[config.mk]
export PLATFORM = sky130hd
export DESIGN_NAME = capcmp_timer
export DESIGN_NICKNAME = d
export VERILOG_FILES = /design/src/rtl/capcmp_pkg.sv /design/src/rtl/capcmp_sync_edge.sv /design/src/rtl/capcmp_prescaler.sv /design/src/rtl/capcmp_counter.sv /design/src/rtl/capcmp_timer.sv
export SDC_FILE = /design/constraint.sdc
export NUM_CORES = 1
export LEC_CHECK = 0
export ABC_AREA = 1
export BUFFER_PORTS_ARGS = -buffer_cell sky130_fd_sc_hd__buf_2
export CORE_ASPECT_RATIO = 0.75
export CORE_MARGIN = 2
export CORE_UTILIZATION = 65
export DETAILED_ROUTE_END_ITERATION = 10
export PLACE_DENSITY = 0.95
export REMOVE_ABC_BUFFERS = 1
export SLEW_MARGIN = 15
export SYNTH_ARGS = -nofsm -noshare
export SYNTH_HDL_FRONTEND = slang
export SYNTH_SLANG_ARGS = --single-unit
[constraint.sdc]
create_clock -name clk -period 5.3 [get_ports clk]
set_input_delay 1.06 -clock clk [delete_from_list [all_inputs] [get_ports clk]]
set_output_delay 1.06 -clock clk [all_outputs]
set_load 0.02 [all_outputs]
[src/rtl/capcmp_pkg.sv]
package capcmp_pkg;
  localparam int ADDR_W = 3;
  localparam int DATA_W = 32;
  localparam int FLAG_W = 3;

  localparam logic [ADDR_W-1:0] A_CTRL  = 3'd0;
  localparam logic [ADDR_W-1:0] A_DIV   = 3'd1;
  localparam logic [ADDR_W-1:0] A_CMP   = 3'd2;
  localparam logic [ADDR_W-1:0] A_CAP   = 3'd3;
  localparam logic [ADDR_W-1:0] A_FLAGS = 3'd4;
  localparam logic [ADDR_W-1:0] A_COUNT = 3'd5;

  // bit 0 is run, bit 6 is the wrap interrupt enable
  typedef struct packed {
    logic ie_wrap;
    logic ie_cap;
    logic ie_cmp;
    logic cap_fall;
    logic ext_src;
    logic restart;
    logic run;
  } ctrl_t;

  localparam int CTRL_W = $bits(ctrl_t);

  // sticky flags: a new event wins over a clear in the same cycle
  function automatic logic [FLAG_W-1:0] flags_next(logic [FLAG_W-1:0] cur,
                                                   logic [FLAG_W-1:0] set,
                                                   logic [FLAG_W-1:0] clr);
    return (cur & ~clr) | set;
  endfunction
endpackage

[src/rtl/capcmp_sync_edge.sv]
module capcmp_sync_edge #(
  parameter int STAGES = 2
) (
  input  logic clk,
  input  logic rst_n,
  input  logic din,
  input  logic sel_fall,
  output logic edge_pulse
);
  logic [STAGES:0] shreg;

  always_ff @(posedge clk or negedge rst_n) begin
    if (!rst_n) shreg <= '0;
    else        shreg <= {shreg[STAGES-1:0], din};
  end

  logic now_v, prev_v;
  assign now_v  = shreg[STAGES-1];
  assign prev_v = shreg[STAGES];
  assign edge_pulse = sel_fall ? (prev_v & ~now_v) : (now_v & ~prev_v);
endmodule

[src/rtl/capcmp_prescaler.sv]
module capcmp_prescaler #(
  parameter int PRE_W = 12
) (
  input  logic             clk,
  input  logic             rst_n,
  input  logic             run,
  input  logic             src_pulse,
  input  logic [PRE_W-1:0] div_req,
  output logic             tick
);
  logic [PRE_W-1:0] pcnt, div_act;
  logic at_end;

  assign at_end = (pcnt == div_act);
  assign tick   = run & src_pulse & at_end;

  always_ff @(posedge clk or negedge rst_n) begin
    if (!rst_n) begin
      pcnt    <= '0;
      div_act <= '0;
    end else if (!run) begin
      pcnt    <= '0;
      div_act <= div_req;
    end else if (src_pulse) begin
      if (at_end) begin
        pcnt    <= '0;
        div_act <= div_req;
      end else begin
        pcnt <= pcnt + PRE_W'(1);
      end
    end
  end
endmodule

[src/rtl/capcmp_counter.sv]
module capcmp_counter #(
  parameter int CNT_W = 32
) (
  input  logic             clk,
  input  logic             rst_n,
  input  logic             run,
  input  logic             tick,
  input  logic             restart,
  input  logic [CNT_W-1:0] cmp,
  output logic [CNT_W-1:0] cnt,
  output logic             cmp_hit,
  output logic             wrap_evt
);
  function automatic logic [CNT_W-1:0] step(logic [CNT_W-1:0] cur,
                                            logic [CNT_W-1:0] cmpv,
                                            logic             rs_mode);
    if (rs_mode && (cur == cmpv)) return '0;
    return cur + CNT_W'(1);
  endfunction

  logic [CNT_W-1:0] nxt;
  assign nxt      = step(cnt, cmp, restart);
  assign cmp_hit  = tick && (nxt == cmp);
  assign wrap_evt = tick && (cnt == '1);

  always_ff @(posedge clk or negedge rst_n) begin
    if (!rst_n)    cnt <= '0;
    else if (!run) cnt <= '0;
    else if (tick) cnt <= nxt;
  end
endmodule

[src/rtl/capcmp_timer.sv]
module capcmp_timer
  import capcmp_pkg::*;
#(
  parameter int CNT_W       = 32,
  parameter int PRE_W       = 12,
  parameter int SYNC_STAGES = 2
) (
  input  logic              clk,
  input  logic              rst_n,
  input  logic              wr_en,
  input  logic [ADDR_W-1:0] addr,
  input  logic [DATA_W-1:0] wdata,
  output logic [DATA_W-1:0] rdata,
  input  logic              ext_clk,
  input  logic              cap_in,
  output logic              irq
);
  ctrl_t             ctrl_q;
  logic [PRE_W-1:0]  div_q;
  logic [CNT_W-1:0]  cmp_q, cap_q, cnt_w;
  logic [FLAG_W-1:0] flags_q;

  // named internal events
  logic run_w, restart_w, ext_edge_w, cap_edge_w, src_pulse_w, tick_w;
  logic cmp_hit_w, wrap_w, cap_evt_w;
  logic [FLAG_W-1:0] flag_set_w, flag_clr_w, ie_w;

  assign run_w     = ctrl_q.run;
  assign restart_w = ctrl_q.restart;

  capcmp_sync_edge #(.STAGES(SYNC_STAGES)) u_ext_sync (
    .clk(clk), .rst_n(rst_n), .din(ext_clk), .sel_fall(1'b0), .edge_pulse(ext_edge_w));

  capcmp_sync_edge #(.STAGES(SYNC_STAGES)) u_cap_sync (
    .clk(clk), .rst_n(rst_n), .din(cap_in), .sel_fall(ctrl_q.cap_fall), .edge_pulse(cap_edge_w));

  assign src_pulse_w = ctrl_q.ext_src ? ext_edge_w : 1'b1;

  capcmp_prescaler #(.PRE_W(PRE_W)) u_presc (
    .clk(clk), .rst_n(rst_n), .run(run_w), .src_pulse(src_pulse_w),
    .div_req(div_q), .tick(tick_w));

  capcmp_counter #(.CNT_W(CNT_W)) u_cnt (
    .clk(clk), .rst_n(rst_n), .run(run_w), .tick(tick_w), .restart(restart_w),
    .cmp(cmp_q), .cnt(cnt_w), .cmp_hit(cmp_hit_w), .wrap_evt(wrap_w));

  assign cap_evt_w  = run_w & cap_edge_w;
  assign flag_set_w = {wrap_w, cap_evt_w, cmp_hit_w};
  assign flag_clr_w = (wr_en && addr == A_FLAGS) ? wdata[FLAG_W-1:0] : '0;
  assign ie_w       = {ctrl_q.ie_wrap, ctrl_q.ie_cap, ctrl_q.ie_cmp};

  always_ff @(posedge clk or negedge rst_n) begin
    if (!rst_n) begin
      ctrl_q <= '0;
      div_q  <= '0;
      cmp_q  <= '1;
    end else if (wr_en) begin
      case (addr)
        A_CTRL:  ctrl_q <= ctrl_t'(wdata[CTRL_W-1:0]);
        A_DIV:   div_q  <= wdata[PRE_W-1:0];
        A_CMP:   cmp_q  <= wdata[CNT_W-1:0];
        default: ;
      endcase
    end
  end

  always_ff @(posedge clk or negedge rst_n) begin
    if (!rst_n) begin
      cap_q   <= '0;
      flags_q <= '0;
    end else begin
      if (cap_evt_w) cap_q <= cnt_w;
      flags_q <= flags_next(flags_q, flag_set_w, flag_clr_w);
    end
  end

  assign irq = |(flags_q & ie_w);

  always_comb begin
    rdata = '0;
    case (addr)
      A_CTRL:  rdata[CTRL_W-1:0] = ctrl_q;
      A_DIV:   rdata[PRE_W-1:0]  = div_q;
      A_CMP:   rdata[CNT_W-1:0]  = cmp_q;
      A_CAP:   rdata[CNT_W-1:0]  = cap_q;
      A_FLAGS: rdata[FLAG_W-1:0] = flags_q;
      A_COUNT: rdata[CNT_W-1:0]  = cnt_w;
      default: rdata = '0;
    endcase
  end
endmodule

==> results_dict.tcl <==
set metrics [dict create \
    multi_input_area_sq_um 4280 \
    r2r_cells 14 \
    place.gp.congestion 1.03 \
    ir_drop_uv 277 \
    crit_slowest_cell "clkinv_1" \
    worstPathMaxFanout 16 \
    crit_type "input port to output pin" \
    final.setup.tns_ns 0 \
    drt_iter0_markers 1450 \
    synthTopCellsByArea "dfrtp_1 (33%), nand2_1 (18%), dfstp_2 (9.6%)" \
    slowest_delay_ns 0.69 \
    finalHoldViolations 0 \
    syn_area_sq_um 8720 \
    p_leak_uw 0.00472 \
    final_common_cell "nand2_1" \
    area_growth_pct 12.3 \
    port_buffers 72 \
    utilization_pct 75.0 \
    setup_violations 0 \
    grt_max_degree 91 \
    yosys_warnings 0 \
    ant_nets 0 \
    grt_pass1_vias 8220 \
    fill_cells 1025 \
    wirelength_mm 27.5 \
    route.detailed.drc 0 \
    cts_tree "done" \
    maxSlewViolCount 0 \
    grt_pass1_wl_mm 43.3 \
    layout_common_cells "nand2_1 (423), nor2_1 (119), dfrtp_1 (116), inv_1 (114), o21ai_0 (98)" \
    start_util_pct 66.8 \
    syn_inst 1221 \
    status "completed" \
    clockRootBuffer "clkbuf_16" \
    vias 8941 \
    dp_hpwl_mm 19.6 \
    antenna_found_initial 0 \
    synth.distinct_cells 41 \
    worst_skew_pair.late_latency_ns 0.43 \
    arrival_ns 3.03 \
    max_slew_margin_pct 22.4 \
    grt.overflow.total 0 \
    wl_per_cell_um 18.8 \
    path_clk_slew_ns 0.07 \
    design_area_sq_um 9800 \
    cp-end-kind "output pin" \
    crit_required_ns 4.24 \
    post-route-period-util_pct 77.2 \
    worst_pin_slew_ns 1.16 \
    avgSynthCellArea_sq_um 7.15 \
    viasPerCell 6.12 \
    num_io_pins 73 \
    placed_cell_area_sq_um 9180 \
    fmax_mhz 244 \
    nets 1319 \
    die_y_um 104 \
    drive_gt1_share_pct 14.7 \
    period_minus_slack_ns 4.09 \
    cts_resized 0 \
    drtPass1Iterations 7 \
    htreeDepth 4 \
    path_common_cell "buf_2" \
    drv_cap 0 \
    die_x_um 138 \
    regArea_sq_um 3740 \
    finClkSkew_ns 0.00917 \
    core_area_sq_um 13100 \
    cts_setup_buffers 0 \
    hold_class "register to register" \
    numCtsBuffers 17 \
    power_density_nw_per_um2 338 \
    clock-sinks 148 \
    cp-start-kind "input port" \
    ys_seq_area_share_pct 42.9 \
    antenna_cells 0 \
    grtUsageTotal_pct 39.7 \
    clk_path_buf_depth 2 \
    rows 36 \
    yosys.area.top_type "dfrtp_1" \
    cts_hold_buf 0 \
    min_delay_path_depth 0 \
    synth_seq_cells 148 \
    synthDominantCellAreaShare_pct 33.3 \
    crit_chain "buf_2 > inv_1 > nor2_1 > nand2_1 > clkinv_1 > a22oi_1 > o21ai_0 > buf_2" \
    dieArea_sq_um 14400 \
    hold_ws_ns 0.363 \
    rsz0062_at_grt "false" \
]
[through the flow]
step	power, uW	instances	setup slack, ns
4_1_cts	3290	1461	1.22
2_1_floorplan	1780	1179	1.54
5_1_grt	3440	1461	1.02
3_3_place_gp	2000	1429	1.28
3_5_place_dp	2020	1429	1.22
6_report	3310	1461	1.21
[area by class of cell]
type                       count  share of cell area, %
inverter                     136                   5.21
multi-input combinational    895                   43.7
clock inverter                14                   1.78
clock buffer                  18                   4.48
sequential                   148                   38.2
tap                          171                   2.18
timing repair buffer          79                   4.41
[logic make-up after synthesis]
logic type	synth area share [%]
xor+xnor	3.71
simple gates	31.1
compound gates	13.4
flops	42.9
fa+ha+maj	0.287
buf+inv	8.22
mux	0.387
[synthesized netlist by cell type (all sizes together)]
library cell and instances:
a21oi 27, a31oi 1, xnor2 11, nor2 132, or2 1, nor4 1, buf 12, inv 128
o2bb2ai 1, a22oi 13, a221oi 10, o2111ai 3, clkinv 8, o211ai 4, o221ai 7, o21ai 100
o21bai 1, nor3 15, xor2 26, clkbuf 30, nand3b 4, dfrtp 116, o22ai 33, nand2 429
ha 2, mux2 3, nand3 59, dfstp 32, nand4 12
[flip-flops by register name (all words and copies together) (netlist names), 5 cells and up]
register,flops
cap_q,32
cmp_q,32
u_cnt.cnt,32
div_q,12
u_presc.div_act,12
u_presc.pcnt,12
ctrl_q,5
[metal layers]
| layer | track usage (%) | share of wire [%] | vias to the layer above |
|---|---|---|---|
| met2 | 56.3 | 42 | 658 |
| met3 | 13.2 | 15 | 61 |
| met4 | 9.26 | 1.8 | 0 |
| li1 | - | - | 4057 |
| met5 | 0 | 0 | - |
| met1 | 58.9 | 42 | 4165 |
[critical path, delay by kind of cell]
family,cells,cell delay (ns)
buffers and inverters,4,1.07
and+or+nand+nor,2,0.41
AOI/OAI and AO/OA,2,0.47
[where the power goes]
group / switching (uW) / total, uW / leakage (uW) / internal, uW
logic: 425 / 621 / 0.00254 / 196
registers: 130 / 1420 / 0.00189 / 1290
clock network: 516 / 1270 / 0.000290 / 757
[final timing paths]
kind | from | endpoint | slack (ns)
max | addr[1] | rdata[29] | 1.21
min | u_cap_sync.shreg[0] | u_cap_sync.shreg[1] | 0.36
max reg2reg | u_cnt.cnt[8] | flags_q[0] | 2.16
min reg2reg | u_cap_sync.shreg[0] | u_cap_sync.shreg[1] | 0.36
max in group asynchronous | rst_n | cmp_q[22] | 3.61
min in group asynchronous | rst_n | cap_q[8] | 0.71
Note: power is estimated with default switching activity, not from simulation.
